==> src/rtl/shutter_seq_pkg.sv <==
package shutter_seq_pkg;
  // Strobes from the sequencing control to the datapath.
  typedef struct packed {
    logic latch;   // capture configuration, clear slot counter
    logic issueA;  // emit T1 reset/read for the current slot
    logic issueB;  // emit T2 reset/read, then advance the slot
  } seqCtl_t;

  localparam logic [1:0] SEL_T1_ONLY = 2'd1;
  localparam logic [1:0] SEL_T2_ONLY = 2'd2;
endpackage

==> src/rtl/shutter_seq_ctrl.sv <==
module shutter_seq_ctrl
  import shutter_seq_pkg::*;
(
  input  logic    clk,
  input  logic    rstN,
  input  logic    frameStart,
  input  logic    rowTick,
  input  logic    lastSlot,
  output seqCtl_t ctl,
  output logic    frameBusy
);
  typedef enum logic [1:0] {S_IDLE, S_WAIT, S_PHA, S_PHB} seqState_t;
  seqState_t state;

  always_ff @(posedge clk or negedge rstN) begin
    if (!rstN) begin
      state <= S_IDLE;
    end else begin
      case (state)
        S_IDLE:  if (frameStart) state <= S_WAIT;
        S_WAIT:  if (rowTick) state <= S_PHA;
        S_PHA:   state <= S_PHB;
        default: state <= lastSlot ? S_IDLE : S_WAIT;
      endcase
    end
  end

  always_comb begin
    ctl.latch  = (state == S_IDLE) && frameStart;
    ctl.issueA = (state == S_PHA);
    ctl.issueB = (state == S_PHB);
  end

  assign frameBusy = (state != S_IDLE);
endmodule

==> src/rtl/shutter_seq_dp.sv <==
module shutter_seq_dp
  import shutter_seq_pkg::*;
#(
  parameter int ROW_W = 11,
  parameter int INT_W = 12
) (
  input  logic             clk,
  input  logic             rstN,
  input  seqCtl_t          ctl,
  input  logic             hdrEn,
  input  logic             t2ByRows,
  input  logic [1:0]       ratioSel,
  input  logic [1:0]       outSel,
  input  logic [ROW_W-1:0] rowFirst,
  input  logic [ROW_W-1:0] rowLast,
  input  logic [INT_W-1:0] t1Rows,
  input  logic [INT_W-1:0] t2Rows,
  output logic             lastSlot,
  output logic             rstValid,
  output logic [ROW_W-1:0] rstRow,
  output logic             rstTag,
  output logic             rdValid,
  output logic [ROW_W-1:0] rdRow,
  output logic             rdTag
);
  localparam int SLOT_W = ((ROW_W > INT_W) ? ROW_W : INT_W) + 2;
  localparam logic [SLOT_W-1:0] ONE = SLOT_W'(1);

  // Configuration derived at frame start
  logic [SLOT_W-1:0] int1Next, int2Next, int2Ratio, int2Rows, shifted, t2Ext, nNext;
  logic [2:0]        shAmt;

  always_comb begin
    int1Next  = (t1Rows == '0) ? ONE : SLOT_W'(t1Rows);
    shAmt     = {1'b0, ratioSel} + 3'd2;
    shifted   = int1Next >> shAmt;
    int2Ratio = (shifted == '0) ? ONE : shifted;
    t2Ext     = (t2Rows == '0) ? ONE : SLOT_W'(t2Rows);
    int2Rows  = (t2Ext > int1Next) ? int1Next : t2Ext;
    int2Next  = t2ByRows ? int2Rows : int2Ratio;
    nNext     = (rowLast >= rowFirst)
                ? (SLOT_W'(rowLast) - SLOT_W'(rowFirst) + ONE) : ONE;
  end

  // Frame-stable copies
  logic [ROW_W-1:0]  firstL;
  logic [SLOT_W-1:0] nL, int1L, offL, slot;
  logic              hdrL;
  logic [1:0]        outSelL;

  always_ff @(posedge clk or negedge rstN) begin
    if (!rstN) begin
      firstL  <= '0;
      nL      <= ONE;
      int1L   <= ONE;
      offL    <= '0;
      hdrL    <= 1'b0;
      outSelL <= '0;
      slot    <= '0;
    end else if (ctl.latch) begin
      firstL  <= rowFirst;
      nL      <= nNext;
      int1L   <= int1Next;
      offL    <= int1Next - int2Next;
      hdrL    <= hdrEn;
      outSelL <= outSel;
      slot    <= '0;
    end else if (ctl.issueB) begin
      slot <= slot + ONE;
    end
  end

  // Per-slot due flags and row addresses
  logic [SLOT_W-1:0] rdIdx, t2Idx;
  logic              t1RstDue, t2RstDue, rdDue, emitT1Rd, emitT2Rd;
  logic [ROW_W-1:0]  t1RstRow, t2RstRow, rdRowNext;

  always_comb begin
    rdIdx     = slot - int1L;
    t2Idx     = slot - offL;
    t1RstDue  = (slot < nL);
    rdDue     = (slot >= int1L) && (rdIdx < nL);
    t2RstDue  = hdrL && (slot >= offL) && (t2Idx < nL);
    emitT1Rd  = !hdrL || (outSelL != SEL_T2_ONLY);
    emitT2Rd  = hdrL && (outSelL != SEL_T1_ONLY);
    t1RstRow  = firstL + ROW_W'(slot);
    t2RstRow  = firstL + ROW_W'(t2Idx);
    rdRowNext = firstL + ROW_W'(rdIdx);
    lastSlot  = (slot == (nL + int1L - ONE));
  end

  always_ff @(posedge clk or negedge rstN) begin
    if (!rstN) begin
      rstValid <= 1'b0;
      rstRow   <= '0;
      rstTag   <= 1'b0;
      rdValid  <= 1'b0;
      rdRow    <= '0;
      rdTag    <= 1'b0;
    end else if (ctl.issueA) begin
      rstValid <= t1RstDue;
      rstRow   <= t1RstRow;
      rstTag   <= 1'b0;
      rdValid  <= rdDue && emitT1Rd;
      rdRow    <= rdRowNext;
      rdTag    <= 1'b0;
    end else if (ctl.issueB) begin
      rstValid <= t2RstDue;
      rstRow   <= t2RstRow;
      rstTag   <= 1'b1;
      rdValid  <= rdDue && emitT2Rd;
      rdRow    <= rdRowNext;
      rdTag    <= 1'b1;
    end else begin
      rstValid <= 1'b0;
      rdValid  <= 1'b0;
    end
  end
endmodule

==> src/rtl/dual_exposure_shutter_seq.sv <==
module dual_exposure_shutter_seq
  import shutter_seq_pkg::*;
#(
  parameter int ROW_W = 11,
  parameter int INT_W = 12
) (
  input  logic             clk,
  input  logic             rstN,
  input  logic             frameStart,
  input  logic             rowTick,
  input  logic             hdrEn,
  input  logic             t2ByRows,
  input  logic [1:0]       ratioSel,
  input  logic [1:0]       outSel,
  input  logic [ROW_W-1:0] rowFirst,
  input  logic [ROW_W-1:0] rowLast,
  input  logic [INT_W-1:0] t1Rows,
  input  logic [INT_W-1:0] t2Rows,
  output logic             frameBusy,
  output logic             rstValid,
  output logic [ROW_W-1:0] rstRow,
  output logic             rstTag,
  output logic             rdValid,
  output logic [ROW_W-1:0] rdRow,
  output logic             rdTag
);
  seqCtl_t ctl;
  logic    lastSlot;

  shutter_seq_ctrl u_ctrl (
    .clk(clk), .rstN(rstN), .frameStart(frameStart), .rowTick(rowTick),
    .lastSlot(lastSlot), .ctl(ctl), .frameBusy(frameBusy)
  );

  shutter_seq_dp #(.ROW_W(ROW_W), .INT_W(INT_W)) u_dp (
    .clk(clk), .rstN(rstN), .ctl(ctl),
    .hdrEn(hdrEn), .t2ByRows(t2ByRows), .ratioSel(ratioSel), .outSel(outSel),
    .rowFirst(rowFirst), .rowLast(rowLast), .t1Rows(t1Rows), .t2Rows(t2Rows),
    .lastSlot(lastSlot),
    .rstValid(rstValid), .rstRow(rstRow), .rstTag(rstTag),
    .rdValid(rdValid), .rdRow(rdRow), .rdTag(rdTag)
  );
endmodule

==> config.mk <==
export PLATFORM = sky130hd
export DESIGN_NAME = dual_exposure_shutter_seq
export DESIGN_NICKNAME = d
export VERILOG_FILES = /design/src/rtl/shutter_seq_pkg.sv /design/src/rtl/shutter_seq_ctrl.sv /design/src/rtl/shutter_seq_dp.sv /design/src/rtl/dual_exposure_shutter_seq.sv
export SDC_FILE = /design/constraint.sdc
export NUM_CORES = 1
export LEC_CHECK = 0
export CELL_PAD_IN_SITES_DETAIL_PLACEMENT = 0
export CELL_PAD_IN_SITES_GLOBAL_PLACEMENT = 1
export CORE_MARGIN = 8
export CORE_UTILIZATION = 40
export DETAILED_ROUTE_END_ITERATION = 16
export GPL_ROUTABILITY_DRIVEN = 0
export MAX_ROUTING_LAYER = met4
export PLACE_DENSITY = 0.8
export SYNTH_ARGS = -nofsm -noshare
export SYNTH_HDL_FRONTEND = slang
export SYNTH_HIERARCHICAL = 1
export SYNTH_SLANG_ARGS = --single-unit
==> constraint.sdc <==
create_clock -name clk -period 4.35 [get_ports clk]
set_input_delay 0.87 -clock clk [delete_from_list [all_inputs] [get_ports clk]]
set_output_delay 0.87 -clock clk [all_outputs]
set_load 0.02 [all_outputs]
# Yosys cells after proc, flatten, opt, wreduce, memory -nomap -nowiden

Cells that the tools add are included.

$add $sub $neg: 12
Order comparisons: 7
Equality and inequality tests: 8
Shifts and indexed selects: 1
Reductions and logical operators: 17
Muxes and demuxes: 22

Operators with widths:

| kind                                                                 | number |
|---|---|
| 14-bit 2-to-1 mux                                                    | 6 |
| 11-bit 2-to-1 mux                                                    | 4 |
| 14-bit less-than comparator                                          | 3 |
| 14-bit subtractor                                                    | 3 |
| 11-bit adder                                                         | 3 |
| 14-bit by 1-bit adder with 14-bit output, second input constant      | 2 |
| 14-bit greater-or-equal comparator                                   | 2 |
| 12-bit logical NOT                                                   | 2 |
| 12-bit 2-to-1 mux                                                    | 2 |
| 14-bit adder                                                         | 1 |
| 14-bit == test                                                       | 1 |
| 14-bit greater-than comparator                                       | 1 |
| 14-bit logical NOT                                                   | 1 |
| 14-bit by 3-bit >> shifter with 14-bit output                        | 1 |
| 14-bit by 1-bit subtractor with 14-bit output, second input constant | 1 |
| 11-bit by 11-bit subtractor with 12-bit output                       | 1 |
| 11-bit greater-or-equal comparator                                   | 1 |
| 1-bit logical AND                                                    | 7 |
| 1-bit 2-to-1 mux                                                     | 7 |
| 2-bit != test, second input constant                                 | 3 |
| 2-bit case mux with 3 select lines                                   | 1 |
| 2-bit nonzero test                                                   | 3 |
| 2-bit == test, second input constant                                 | 2 |
| 2-bit 2-to-1 mux                                                     | 2 |
| 7 further kinds                                                      | 7 |

Input port bits: 56
Logic and storage cells: 80
Flip-flop bits (word level): 97

# Depth between registers and ports, before layout

Depth after elaboration: 7
Depth in mapped cells: 24
Depth with buffers taken out: 22

# Cells and area by module

The synthesis kept the hierarchy.

By module, submodules not included:

| module           | sequential area each (um^2) | cells each | area an instance (um^2) | times used |
|---|---|---|---|---|
| shutter_seq_dp   | 2,304.7                     | 1,123      | 9,474.1                 | 1 |
| shutter_seq_ctrl | 50.0                        | 16         | 177.7                   | 1 |

# Worst setup path before layout

Ideal clock, no wire load.

Path type: input to register
Start: in t1Rows[4]
End: reg u_dp.offL[12]
Setup time: 0.110 ns
Arrival time: 4.876 ns
Stages on the path: 24
Slack: -0.636 ns
Cells stage by stage: buf_2 -> nor4_1 -> a31oi_1 -> inv_1 -> ha_1 -> inv_1 -> a221oi_1 -> o21ai_0 -> a221oi_1 -> a21o_1 -> buf_4 -> mux2_2 -> a21oi_1 -> ha_1 -> inv_1 -> fa_1 -> a21o_1 -> a21oi_1 -> o21bai_1 -> a21oi_1 -> o21bai_1 -> nand4_1 -> o211ai_1 -> o41ai_1

Cells in the longest elaborated chain, start to end: 7
Elaborated cells between the ends (all ways): 9

RTL lines:

| element                                                                | RTL line                        | RTL |
|---|---|---|
| start, declared                                                        | dual_exposure_shutter_seq.sv:17 | `input logic [INT_W-1:0] t1Rows,` |
| 12-bit logical NOT (*)                                                 | shutter_seq_dp.sv:34            | `int1Next = (t1Rows == '0) ? ONE : SLOT_W'(t1Rows);` |
| 12-bit 2-to-1 mux (*)                                                  | shutter_seq_dp.sv:34            |  |
| net u_dp.int1Next[0]                                                   | shutter_seq_dp.sv:30            | `logic [SLOT_W-1:0] int1Next, int2Next, int2Ratio, int2Rows, shifted, t2Ext, nNext;` |
| branches (longest 4 deep; another with 14-bit greater-than comparator) | -                               |  |
| 14-bit subtractor (*)                                                  | shutter_seq_dp.sv:64            | `offL <= int1Next - int2Next;` |
| end signal, assigned                                                   | shutter_seq_dp.sv:64            |  |
| end, declared                                                          | shutter_seq_dp.sv:47            | `logic [SLOT_W-1:0] nL, int1L, offL, slot;` |

Mark *: on every way through the listed nets, which the timed path passes.
A chain may end at the register's enable or synchronous reset.

# Worst setup path in the final report

Start: in t1Rows[2]
End: reg u_dp.offL[10]

Same word-level chain as after synthesis.

==> impl_results.md <==
- First-pass GRT wire length: 44600 um
- Layout area overhead: 23.7%
- Nature of the critical path endpoint: flop
- Antenna-violating nets left: 0
- Yosys top cell area share: between 20% and 30%
- Total wire length: 27500 um
- Final setup fails: 2
- Diodes inserted: 0
- CTS sink cnt: 94
- Yosys top cell by area: dfrtp_1
- Placed instance count: 1579
- Worst hold path class: in -> async
- Clk_lat worst skew: 0.36 ns
- GRT Util Overall: 19.8%
- CTS Hold Bufs: 0
- Worst setup SP type: primary input
- Crit-path max FO: 3
- Fin cells: 1605
- Async SR Flop Fraction: 100%
- Crit path DAT: 4.61 ns
- Post-synthesis sequential area ratio: between 20% and 30%
- TritonRoute pass-1 iters: 7
- RSZ-0062 raised after global routing: yes
- Sw frac: approximately half
- Syn nets: 1350
- Critical path type: in -> reg
- Crit path top cell by count: a21oi_2
- Synth top area cells: dfrtp_1 24%, ha_1 19%, xnor2_1 5.2%
- Min Tclk post-route: around 4.4 ns
- Post-synth cell types: 72
- Clock power share: a little under a tenth
- Peak VDD IR: 0.416 mV
- Most common cell in the netlist: ha_1
- CTS root buf: clkbuf_16
- Final Max Tran Viols: 0
- CTS clock-pin slew for the worst setup and hold paths: 0.07 ns
- Drt drc: 0
- Post-DR vias/cell: 5.30
- Largest net degree at the start of global routing: 50
- Worst EP required: 4.58 ns
- #FFs+latches synth: 94
- Mapped cell area: slightly below 10000 um2
- Max stage delay on crit path: approximately 0.35 ns
- Post-detailed-route wirelength per cell: ~17 um
- Seq. cell area: between 2000 and 2500 um2
- Status: complete, but fails checks
- Rows: 57
- Setup ws final: -0.0254 ns
- CTS Buf Count: 9
- Cell count after synthesis: 1139
- Share of post-route cells with drive strength above 1: 16.5%
- CTS tree: built
- Die area: a little under 30000 um2
- Reg2reg start: u_dp/slot[0]
- Number of DRC markers in iteration 0: 504
- PwrDens: 844 nW/um2
- Worst setup startpoint: t1Rows[2]
- Max_slew headroom: 52.9%
- Pleak: 5.63 nW
- Max clock buf depth: 2
- Final HPWL DP: between 20000 and 25000 um
- Net switching power: 0.00488 W
- Fillers: approximately 2400
- Ports: a little over 80
- Synth cell count leaders: 148 x ha_1, 117 x inv_1, 92 x dfrtp_1
- Internal: around 0.0052 W
- Synthesis warning total: 6
- Syn_area_per_cell: 8.47 um2
- Crit-path cells: buf_8 > nor4_4 > a31oi_4 > inv_2 > ha_4 > inv_2 > a221oi_2 > o21ai_1 > a221oi_2 > a21o_1 > mux2_4 > a21oi_2 > ha_2 > inv_2 > fa_2 > a21o_1 > a21oi_2 > o21bai_1 > a21oi_2 > o21bai_1 > buf_4 > a21oi_2 > o211a_1 > o31ai_4
- Crit-path slowest cell: fa_2
- EDFF count, synth: 0
- Combinational Power Share: around 76%
- Antenna violations before repair: 0
- Maximum clock rate: 229 MHz
- Flop pwr share: 14.9%
- Gr ovfl total: 0
- Critical path's top delay family: compound AO/OA/AOI/OAI gates
- Vias: 8508
- Placed cell area: 11400 um2
- Number of global-route vias before repair: 8314
- Die Ht: approximately 170 um
- Core area: 24000 um2
- R2r setup slk: 0.21 ns
- Clock skew: 0.00822 ns
- Max cap viols: 0
- H-tree lvl count: 3
- Final Hold Viols: 0
- Core Util, Final: 49.7%
- Failing checks: setup timing
- Die width: about 170 um
- Ys flop type: dfrtp_1
- IO Port Bufs: 82
- Starting Density: 40.2%
- Buf/Inv on CP: 5
- Fin nets: about 1500
- Pre-CTS WS: -0.858 ns
- Post-route cell area: between 10000 and 15000 um2
- Worst-margin pin slew: just under 0.7 ns
- Area of the multi-input gates: 6840 um2
- Fin crit share: 101%
[state kept, by name, summed over array words and instances, names as in the netlist]
signal / cells
u_dp/rdRow: 11
u_dp/hdrL: 1
u_dp/nL: 13
u_dp/rstValid: 1
u_dp/outSelL: 2
u_dp/firstL: 11
u_dp/int1L: 12
u_dp/slot: 14
u_dp/offL: 14
u_dp/rstRow: 11
u_dp/rdValid: 1
u_dp/rdTag: 1
u_ctrl/state: 2
[stage by stage]
step                hold WS, ns  TNS (ns)  total power, W
finish                    0.473   -0.0274          0.0101
CTS                       0.487    -0.256          0.0101
global placement          0.462     -6.66         0.00889
detailed placement        0.470     -7.25         0.00903
floorplan                 0.449    -0.980         0.00693
global route              0.508     -1.28          0.0110
[cell type report]
cell class	instances	share of cell area (%)
Inverter	119	3.74
Sequential cell	94	19.7
Clock inverter	7	1.07
Timing Repair Buffer	179	12.9
Clock buffer	9	1.89
Tap cell	324	3.40
Multi-Input combinational cell	873	57.2
[cell usage in the layout (no fill, tap or decap), drive strengths merged, types with 5 or more instances in the layout]
cell	instances
nor2b	17
a31oi	8
o21a	12
nor3b	5
a2111oi	5
buf	107
o22ai	11
ha	148
clkdlybuf4s50	57
nand4	17
mux2i	10
nand3	17
a21oi	64
nand2	83
dlygate4sd2	10
nor3	27
xnor2	57
xor2	37
nand2b	5
inv	121
a21o	41
o21ai	85
and3	8
o21bai	9
nor4	9
fa	7
dfrtp	92
nor2	77
mux2	40
a21boi	5
a211oi	9
clkbuf	10
[worst reg2reg max path, stage by stage (launching register included)]
cell	delay [ns]
dfrtp_1	0.38
inv_1	0.09
ha_1	0.16
inv_1	0.05
fa_1	0.41
a21o_1	0.20
a21oi_1	0.26
o21bai_1	0.11
a21oi_1	0.25
o21bai_1	0.10
a21oi_1	0.18
xnor2_1	0.24
ha_1	0.32
a21o_1	0.16
a21oi_1	0.14
nor2b_1	0.06
o311ai_0	0.29
a21boi_0	0.18
o32ai_2	0.32
buf_4	0.17
[final timing paths]
path | end | cells after the start
worst max-delay path | u_dp/offL[10] | 24
worst min-delay path | u_dp/firstL[0] | 1
worst max register to register | u_dp/rstValid | 19
worst min register to register | u_dp/rstRow[6] | 2
max in group asynchronous | u_dp/int1L[0] | 2
min in group clk | u_dp/rstRow[6] | 2
[routing by layer]
layer / part of all wire [%] / global-route usage, % / up-vias
met5: 0 / - / -
met4: 1.6 / 4.99 / 0
met3: 4.3 / 2.78 / 32
met2: 45 / 30.9 / 201
met1: 49 / 26.7 / 3979
li1: - / - / 4296
[power by group through the flow]
stage | clock network, W | logic (W) | registers [W]
2_1_floorplan | 0 | 0.00533 | 0.00161
3_3_place_gp | 0 | 0.00737 | 0.00152
3_5_place_dp | 0 | 0.00750 | 0.00153
4_1_cts | 0.000977 | 0.00758 | 0.00151
5_1_grt | 0.00100 | 0.00846 | 0.00155
6_report | 0.000952 | 0.00762 | 0.00151
[cells by family after synthesis]
| group | after synthesis | synth area share, % |
|---|---|---|
| simple gates | 288 | 14.6 |
| fa+ha+maj | 155 | 20.6 |
| compound gates | 285 | 19.0 |
| mux | 50 | 5.74 |
| buf+inv | 172 | 6.84 |
| xor+xnor | 95 | 8.76 |
| flops | 94 | 24.4 |
[what timing repair did]
action	in CTS	in global routing
pin swaps	26	19
endpoints found under the setup margin	10	10
setup buffers	10	0
resized for setup	83	20
Power figures use the tool's default switching activity.
